## src/rtl/mmc_regbank_pkg.sv

```systemverilog
package mmc_regbank_pkg;

  localparam int STS_W = 22;
  localparam int EVT_W = 11;
  localparam int LEN_W = 16;

  // bit 9 of the event field is reserved
  localparam logic [EVT_W-1:0] EVT_VALID = 11'h5FF;

  localparam logic [11:0] A_PWR  = 12'h000;
  localparam logic [11:0] A_CLK  = 12'h004;
  localparam logic [11:0] A_ARG  = 12'h008;
  localparam logic [11:0] A_CMD  = 12'h00C;
  localparam logic [11:0] A_RCMD = 12'h010;
  localparam logic [11:0] A_RSP0 = 12'h014;
  localparam logic [11:0] A_RSP1 = 12'h018;
  localparam logic [11:0] A_RSP2 = 12'h01C;
  localparam logic [11:0] A_RSP3 = 12'h020;
  localparam logic [11:0] A_DTIM = 12'h024;
  localparam logic [11:0] A_DLEN = 12'h028;
  localparam logic [11:0] A_DCTL = 12'h02C;
  localparam logic [11:0] A_DCNT = 12'h030;
  localparam logic [11:0] A_STS  = 12'h034;
  localparam logic [11:0] A_CLR  = 12'h038;
  localparam logic [11:0] A_MSK0 = 12'h03C;
  localparam logic [11:0] A_MSK1 = 12'h040;
  localparam logic [11:0] A_FCNT = 12'h048;

  // select indices
  localparam int S_PWR  = 0;
  localparam int S_CLK  = 1;
  localparam int S_ARG  = 2;
  localparam int S_CMD  = 3;
  localparam int S_RCMD = 4;
  localparam int S_RSP  = 5;
  localparam int S_DTIM = 6;
  localparam int S_DLEN = 7;
  localparam int S_DCTL = 8;
  localparam int S_DCNT = 9;
  localparam int S_STS  = 10;
  localparam int S_CLR  = 11;
  localparam int S_MSK0 = 12;
  localparam int S_MSK1 = 13;
  localparam int S_FCNT = 14;
  localparam int S_FIFO = 15;
  localparam int S_ID   = 16;
  localparam int NSEL   = 17;

  localparam int CMD_GO_BIT = 10;
  localparam int DCTL_GO_BIT = 0;

  // words needed to carry a byte count, rounded up
  function automatic logic [31:0] fifo_words(input logic [31:0] bytes);
    return (bytes + 32'd3) >> 2;
  endfunction

  // identification byte for word index 0..7 of the window
  function automatic logic [7:0] id_byte(input logic [2:0] idx);
    case (idx)
      3'd0:    return 8'h81;
      3'd1:    return 8'h11;
      3'd2:    return 8'h04;
      3'd3:    return 8'h00;
      3'd4:    return 8'h0D;
      3'd5:    return 8'hF0;
      3'd6:    return 8'h05;
      default: return 8'hB1;
    endcase
  endfunction

  // response word number for an address in the response range
  function automatic logic [1:0] resp_index(input logic [11:0] a);
    return 2'((a - A_RSP0) >> 2);
  endfunction

endpackage

```

## src/rtl/mmc_addr_decode.sv

```systemverilog
module mmc_addr_decode
  import mmc_regbank_pkg::*;
(
  input  logic [11:0]     addr,
  output logic [NSEL-1:0] sel
);

  always_comb begin
    sel = '0;
    case (addr)
      A_PWR:  sel[S_PWR]  = 1'b1;
      A_CLK:  sel[S_CLK]  = 1'b1;
      A_ARG:  sel[S_ARG]  = 1'b1;
      A_CMD:  sel[S_CMD]  = 1'b1;
      A_RCMD: sel[S_RCMD] = 1'b1;
      A_RSP0, A_RSP1, A_RSP2, A_RSP3: sel[S_RSP] = 1'b1;
      A_DTIM: sel[S_DTIM] = 1'b1;
      A_DLEN: sel[S_DLEN] = 1'b1;
      A_DCTL: sel[S_DCTL] = 1'b1;
      A_DCNT: sel[S_DCNT] = 1'b1;
      A_STS:  sel[S_STS]  = 1'b1;
      A_CLR:  sel[S_CLR]  = 1'b1;
      A_MSK0: sel[S_MSK0] = 1'b1;
      A_MSK1: sel[S_MSK1] = 1'b1;
      A_FCNT: sel[S_FCNT] = 1'b1;
      default: begin
        // FIFO window 0x80..0xBC, ID window 0xFE0..0xFFC, word aligned
        if (addr[11:6] == 6'h02 && addr[1:0] == 2'b00) sel[S_FIFO] = 1'b1;
        if (addr[11:5] == 7'h7F && addr[1:0] == 2'b00) sel[S_ID] = 1'b1;
      end
    endcase
  end

  // an address selects at most one register
  always_comb begin
    onehot_sel_chk: assert ($onehot0(sel));
  end

endmodule

```

## src/rtl/mmc_status_irq.sv

```systemverilog
module mmc_status_irq #(
  parameter int STS_W   = 22,
  parameter int EVT_W   = 11,
  parameter int NUM_IRQ = 2,
  parameter logic [EVT_W-1:0] EVT_VALID = '1,
  localparam int LIVE_W = STS_W - EVT_W
) (
  input  logic                     clk,
  input  logic                     rst_n,
  input  logic [EVT_W-1:0]         evt_set,
  input  logic [LIVE_W-1:0]        live_flags,
  input  logic                     clr_wr,
  input  logic [EVT_W-1:0]         clr_bits,
  input  logic [NUM_IRQ-1:0]       mask_wr,
  input  logic [STS_W-1:0]         mask_wdata,
  output logic [STS_W-1:0]         status,
  output logic [NUM_IRQ*STS_W-1:0] mask_flat,
  output logic [NUM_IRQ-1:0]       irq
);

  logic [EVT_W-1:0] evt_q;
  logic [EVT_W-1:0] set_eff;
  logic [EVT_W-1:0] clr_eff;

  assign set_eff = evt_set & EVT_VALID;
  assign clr_eff = clr_wr ? clr_bits : '0;

  // set wins over clear in the same cycle
  always_ff @(posedge clk) begin
    if (!rst_n) evt_q <= '0;
    else        evt_q <= (evt_q & ~clr_eff) | set_eff;
  end

  assign status = {live_flags, evt_q};

  for (genvar g = 0; g < NUM_IRQ; g++) begin : g_line
    logic [STS_W-1:0] mask_q;
    logic             irq_q;

    always_ff @(posedge clk) begin
      if (!rst_n) begin
        mask_q <= '0;
        irq_q  <= 1'b0;
      end else begin
        if (mask_wr[g]) mask_q <= mask_wdata;
        irq_q <= |(status & mask_q);
      end
    end

    assign mask_flat[g*STS_W +: STS_W] = mask_q;
    assign irq[g] = irq_q;

    // an empty mask keeps its line low in the following cycle
    mask_quiet_chk: assert property (@(posedge clk) disable iff (!rst_n)
      (mask_q == '0) |=> !irq_q);
  end

  // a sticky bit only falls through a clear write
  sticky_hold_chk: assert property (@(posedge clk) disable iff (!rst_n)
    !clr_wr |=> ((evt_q & $past(evt_q)) == $past(evt_q)));

  // an event pulse shows in the status word one cycle later
  evt_land_chk: assert property (@(posedge clk) disable iff (!rst_n)
    (|set_eff) |=> ((evt_q & $past(set_eff)) == $past(set_eff)));

  // cleared bits not set in the same cycle are zero afterwards
  clear_take_chk: assert property (@(posedge clk) disable iff (!rst_n)
    (clr_wr && |(clr_bits & ~set_eff)) |=> ((evt_q & $past(clr_bits & ~set_eff)) == '0));

endmodule

```

## src/rtl/mmc_regbank.sv

```systemverilog
module mmc_regbank
  import mmc_regbank_pkg::*;
#(
  parameter int NUM_IRQ = 2,
  localparam int LIVE_W = STS_W - EVT_W
) (
  input  logic                clk,
  input  logic                rst_n,
  input  logic                bus_wr,
  input  logic                bus_rd,
  input  logic [11:0]         bus_addr,
  input  logic [31:0]         bus_wdata,
  output logic [31:0]         bus_rdata,
  input  logic [EVT_W-1:0]    evt_set,
  input  logic [LIVE_W-1:0]   live_flags,
  input  logic [LEN_W-1:0]    data_cnt,
  input  logic [31:0]         fifo_rdata,
  input  logic [5:0]          resp_cmd,
  input  logic [127:0]        resp_words,
  output logic [7:0]          power_q,
  output logic [7:0]          clkdiv_q,
  output logic [31:0]         arg_q,
  output logic [31:0]         cmd_q,
  output logic                cmd_launch,
  output logic [31:0]         dtimer_q,
  output logic [LEN_W-1:0]    dlen_q,
  output logic [7:0]          dctrl_q,
  output logic                dctrl_start,
  output logic                fifo_rd_stb,
  output logic                fifo_wr_stb,
  output logic                release_stb,
  output logic [NUM_IRQ-1:0]  irq
);

  logic [NSEL-1:0]            sel;
  logic [NSEL-1:0]            wr_hit;
  logic [NSEL-1:0]            rd_hit;
  logic [STS_W-1:0]           status;
  logic [NUM_IRQ*STS_W-1:0]   mask_flat;
  logic [NUM_IRQ-1:0]         mask_wr;

  mmc_addr_decode u_dec (
    .addr (bus_addr),
    .sel  (sel)
  );

  assign wr_hit = bus_wr ? sel : '0;
  assign rd_hit = bus_rd ? sel : '0;

  for (genvar g = 0; g < NUM_IRQ; g++) begin : g_mwr
    assign mask_wr[g] = wr_hit[S_MSK0 + g];
  end

  mmc_status_irq #(
    .STS_W     (STS_W),
    .EVT_W     (EVT_W),
    .NUM_IRQ   (NUM_IRQ),
    .EVT_VALID (EVT_VALID)
  ) u_sts (
    .clk        (clk),
    .rst_n      (rst_n),
    .evt_set    (evt_set),
    .live_flags (live_flags),
    .clr_wr     (wr_hit[S_CLR]),
    .clr_bits   (bus_wdata[EVT_W-1:0]),
    .mask_wr    (mask_wr),
    .mask_wdata (bus_wdata[STS_W-1:0]),
    .status     (status),
    .mask_flat  (mask_flat),
    .irq        (irq)
  );

  // configuration registers
  always_ff @(posedge clk) begin
    if (!rst_n) begin
      power_q  <= '0;
      clkdiv_q <= '0;
      arg_q    <= '0;
      cmd_q    <= '0;
      dtimer_q <= '0;
      dlen_q   <= '0;
      dctrl_q  <= '0;
    end else begin
      if (wr_hit[S_PWR])  power_q  <= bus_wdata[7:0];
      if (wr_hit[S_CLK])  clkdiv_q <= bus_wdata[7:0];
      if (wr_hit[S_ARG])  arg_q    <= bus_wdata;
      if (wr_hit[S_CMD])  cmd_q    <= bus_wdata & ~(32'd1 << CMD_GO_BIT);
      if (wr_hit[S_DTIM]) dtimer_q <= bus_wdata;
      if (wr_hit[S_DLEN]) dlen_q   <= bus_wdata[LEN_W-1:0];
      if (wr_hit[S_DCTL]) dctrl_q  <= bus_wdata[7:0];
    end
  end

  // strobes toward the engines
  assign cmd_launch  = wr_hit[S_CMD]  & bus_wdata[CMD_GO_BIT];
  assign dctrl_start = wr_hit[S_DCTL] & bus_wdata[DCTL_GO_BIT];
  assign fifo_rd_stb = rd_hit[S_FIFO];
  assign fifo_wr_stb = wr_hit[S_FIFO] & (data_cnt != '0);
  assign release_stb = rd_hit[S_STS] | rd_hit[S_FCNT];

  // read mux
  always_comb begin
    bus_rdata = '0;
    if (rd_hit[S_PWR])  bus_rdata = 32'(power_q);
    if (rd_hit[S_CLK])  bus_rdata = 32'(clkdiv_q);
    if (rd_hit[S_ARG])  bus_rdata = arg_q;
    if (rd_hit[S_CMD])  bus_rdata = cmd_q;
    if (rd_hit[S_RCMD]) bus_rdata = 32'(resp_cmd);
    if (rd_hit[S_RSP])  bus_rdata = resp_words[32*resp_index(bus_addr) +: 32];
    if (rd_hit[S_DTIM]) bus_rdata = dtimer_q;
    if (rd_hit[S_DLEN]) bus_rdata = 32'(dlen_q);
    if (rd_hit[S_DCTL]) bus_rdata = 32'(dctrl_q);
    if (rd_hit[S_DCNT]) bus_rdata = 32'(data_cnt);
    if (rd_hit[S_STS])  bus_rdata = 32'(status);
    if (rd_hit[S_FCNT]) bus_rdata = fifo_words(32'(data_cnt));
    if (rd_hit[S_FIFO]) bus_rdata = fifo_rdata;
    if (rd_hit[S_ID])   bus_rdata = 32'(id_byte(bus_addr[4:2]));
    for (int g = 0; g < NUM_IRQ; g++) begin
      if (rd_hit[S_MSK0 + g]) bus_rdata = 32'(mask_flat[g*STS_W +: STS_W]);
    end
  end

  // the release strobe only comes from a read
  release_rd_chk: assert property (@(posedge clk) disable iff (!rst_n)
    release_stb |-> bus_rd);

  // no FIFO push while the byte count is zero
  fifo_push_gate_chk: assert property (@(posedge clk) disable iff (!rst_n)
    fifo_wr_stb |-> (data_cnt != '0));

  // the stored command never keeps the start bit
  cmd_go_clear_chk: assert property (@(posedge clk) disable iff (!rst_n)
    wr_hit[S_CMD] |=> !cmd_q[CMD_GO_BIT]);

endmodule

```

## config.mk

```make
export PLATFORM = sky130hd
export DESIGN_NAME = mmc_regbank
export DESIGN_NICKNAME = d
export VERILOG_FILES = /design/src/rtl/mmc_regbank_pkg.sv /design/src/rtl/mmc_addr_decode.sv /design/src/rtl/mmc_status_irq.sv /design/src/rtl/mmc_regbank.sv
export SDC_FILE = /design/constraint.sdc
export NUM_CORES = 1
export LEC_CHECK = 0
export BUFFER_PORTS_ARGS = -buffer_cell sky130_fd_sc_hd__clkbuf_2
export CORE_MARGIN = 3
export CORE_UTILIZATION = 45
export DETAILED_ROUTE_END_ITERATION = 8
export GPL_ROUTABILITY_DRIVEN = 0
export GPL_TIMING_DRIVEN = 0
export PLACE_DENSITY = 0.74
export SLEW_MARGIN = 15
export SYNTH_ARGS = -nofsm -noshare
export SYNTH_HDL_FRONTEND = slang
export SYNTH_SLANG_ARGS = --single-unit
```

## constraint.sdc

```tcl
create_clock -name clk -period 8.3 [get_ports clk]
set_clock_uncertainty 0.2 [all_clocks]
set_input_delay 0.83 -clock clk [delete_from_list [all_inputs] [get_ports clk]]
set_output_delay 0.83 -clock clk [all_outputs]
set_load 0.01 [all_outputs]
```

==> impl_metrics.env <==
export IMPL_num_rows=57
export IMPL_area_delta_synth_final_pct=27.11
export IMPL_min_to="cmd_q[13]"
export IMPL_cts_tree="yes"
export IMPL_dp_hpwl_mm=45.30
export IMPL_outcome="complete, but fails checks"
export IMPL_routed_wl_mm=57.25
export IMPL_hold_path_class="reg2reg"
export IMPL_fin_nets=2163
export IMPL_drive_above_1_share=0.2739
export IMPL_worstHoldStart="cmd_q[13]"
export IMPL_synth_edf_count=0
export IMPL_ant_nets=0
export IMPL_core_area_um2=24600
export IMPL_synth_nets=1729
export IMPL_worst_slew_margin_rel=0.1311
export IMPL_die_area_um2=27210
export IMPL_wl_per_cell_um=25.54
export IMPL_ys_top_cells_by_area="dfxtp_1 34%, nand2_1 14%, a21boi_0 12%"
export IMPL_cts_sinks=192
export IMPL_avgSynthCellArea_um2=7.723
export IMPL_synth_area_um2=11370
export IMPL_first_pass_iters=9
export IMPL_synth_distinct_cells=75
export IMPL_yosysTopAreaCell="dfxtp_1"
export IMPL_cts_made_buffers=17
export IMPL_worstSetupPathType="in2out"
export IMPL_slew_violations=0
export IMPL_vdd_drop_max_mv=0.1314
export IMPL_h_tree_depth=4
export IMPL_ioPinCount=427
export IMPL_grt_pass1_vias=13490
export IMPL_final_core_util=0.5873
export IMPL_clock_latency_ns=0.45
export IMPL_required_ns=7.27
export IMPL_post_route_min_period_ns=6.582
export IMPL_synth_most_common_cell="nand2_1"
export IMPL_ys_top_cells_by_count="435 x nand2_1, 192 x dfxtp_1, 176 x a21boi_0"
export IMPL_worst_ep_arrival_time_ns=5.55
export IMPL_r2r_start="u_sts.evt_q[7]"
export IMPL_cts_setup_buffers=0
export IMPL_synthArstFlopShare=0
export IMPL_overflow=0
export IMPL_synth_cells=1472
export IMPL_io_buffers=414
export IMPL_synth_main_ff_cell="dfxtp_1"
export IMPL_maxCapViolCount=0
export IMPL_final_setup_viol_count=0
export IMPL_die_w_um=164.9
export IMPL_ctsResizeCount=0
export IMPL_avgViaCountPerCell=6.378
export IMPL_r2r_end="u_sts.g_line[1].irq_q"
export IMPL_grt_max_degree=17
export IMPL_grt_setup_unrepaired="false"
export IMPL_path_max_fanout=10
export IMPL_fill_cells=2381
export IMPL_route_detailed_drc=18
export IMPL_yosys_warnings=0
export IMPL_rrSetupSlack_ns=6.66
export IMPL_worst_pin_slew_ns=1.303
export IMPL_via_count=14300
export IMPL_die_y_um=164.9
export IMPL_final_hold_viol_count=0
export IMPL_start_kind="primary input"
export IMPL_violations="DRC"
export IMPL_endpoint_kind="output port"
export IMPL_finalSetupTns_ns=0
export IMPL_yosysSeqAreaShare=0.3381
export IMPL_grt_pass1_wl_mm=82.34
export IMPL_grtUsageTotal=0.4085
export IMPL_grt_antenna_before_repair=2
export IMPL_ys_ff_latch=192
export IMPL_hold_depth=2
export IMPL_clock_path_buffers=2
export IMPL_path_clk_slew_ns=0.07
export IMPL_netlist_area_leader_share=0.3381
export IMPL_initial_core_util=0.4620
export IMPL_p_leak_nw=5.784
export IMPL_startpoint="bus_addr[2]"
export IMPL_fin_crit_sh=0.7931
export IMPL_reg2reg_depth=4
export IMPL_ctsHoldBuffers=0
export IMPL_drt_iter0_drc=2242
export IMPL_p_per_area_nw_per_um2=139.7
export IMPL_fmax_mhz=151.9
export IMPL_clockRootBuffer="clkbuf_16"
## cell type report
type | count | area, µm² | share of cell area
buffer | 122 | 518.0 | 0.03585
timing repair buffer | 415 | 2079 | 0.1439
inverter | 10 | 37.54 | 0.002598
sequential | 192 | 3844 | 0.2660
tap | 324 | 405.4 | 0.02805
clock inverter | 11 | 130.1 | 0.009005
clock buffer | 19 | 452.9 | 0.03134
multi-input combinational | 1148 | 6980 | 0.4831
antenna | 1 | 2.502 | 0.0001732
## report_power, final
part	internal, W	switching (W)
Sequential	0.000924	0.00000706
Combinational	0.000103	0.000140
Clock	0.000461	0.000384
## cells in the final DEF (no fill, tap or decap), types with 5 or more instances in the layout
cell,instances
nand4_1,9
buf_4,5
o31ai_1,6
a221oi_1,28
buf_2,24
a21oi_1,65
xor2_1,6
clkbuf_16,17
nand2_1,435
o22ai_1,8
xnor2_1,6
nor2b_1,21
dfxtp_1,192
clkbuf_2,414
o21ai_0,55
inv_1,8
nor2_1,47
clkbuf_1,89
o221ai_1,11
nand3_1,49
a221o_1,10
or3_1,7
mux4_2,32
ha_1,5
o211ai_1,20
nor4_1,7
nor3_1,11
a22o_1,11
a22oi_1,27
a32oi_1,5
a21boi_0,176
a211oi_1,8
and3_1,13
## flip-flops by register name (all words and copies together) (netlist names)
| name | cells |
|---|---|
| u_sts.evt_q | 11 |
| clkdiv_q | 8 |
| u_sts.g_line.irq_q | 2 |
| power_q | 8 |
| cmd_q | 31 |
| dlen_q | 16 |
| u_sts.g_line.mask_q | 44 |
| dctrl_q | 8 |
| dtimer_q | 32 |
| arg_q | 32 |
## worst max-delay path: stages
cell and delay [ns]:
clkbuf_2 0.16, buf_2 0.26, buf_2 0.36, clkbuf_1 0.84, inv_1 0.16, ha_1 0.33
nor3_1 0.37, a2bb2oi_1 0.55, nor3_1 0.14, a211oi_2 0.48, o221ai_1 0.34, a211o_1 0.42
a21oi_2 0.15, clkbuf_2 0.14
## metrics by stage
step / worst slack (ns) / hold slack (ns) / std cells / total power (W) / cell area, µm²
4_1_cts: 1.796 / 0.2804 / 2241 / 0.002004 / 14450
6_report: 1.718 / 0.2804 / 2242 / 0.002018 / 14450
3_3_place_gp: 1.158 / 0.2586 / 2210 / 0.001184 / 13850
3_5_place_dp: 1.789 / 0.2704 / 2211 / 0.001186 / 13860
2_1_floorplan: 3.461 / 0.2387 / 1472 / 0.001053 / 11370
5_1_grt: 1.451 / 0.3066 / 2242 / 0.002058 / 14450
## layer usage
layer	share of wire	global-route usage	routed length, µm	vias to the layer above
met5	0.00035	0	20	-
met4	0.083	0.2718	4758	2
met3	0.13	0.1071	7609	307
met2	0.43	0.6301	24740	1244
met1	0.35	0.5009	20120	6606
li1	-	-	-	6140
## worst max-delay path by stage
stage                    endpoint  slack [ns]  cells past startpoint
floorplan            bus_rdata[0]        3.46                     12
global placement    bus_rdata[24]        1.16                     14
detailed placement   bus_rdata[1]        1.79                     13
CTS                  bus_rdata[1]        1.80                     13
global route         bus_rdata[1]        1.45                     13
finish               bus_rdata[0]        1.72                     14
## logic make-up (layout without fill, tap and decap cells)
| group | after synthesis | count (layout) | share of synthesized area |
|---|---|---|---|
| other | 1 | 2 | 0.0003299 |
| muxes | 33 | 33 | 0.06427 |
| xor gates and xnor gates | 12 | 12 | 0.009245 |
| adders and majority gates | 5 | 5 | 0.005503 |
| AOI/OAI and AO/OA | 462 | 462 | 0.2885 |
| and+or+nand+nor | 635 | 635 | 0.2452 |
| DFF | 192 | 192 | 0.3381 |
| buffers and inverters | 132 | 577 | 0.04887 |
(Power assumes the default switching activity.)
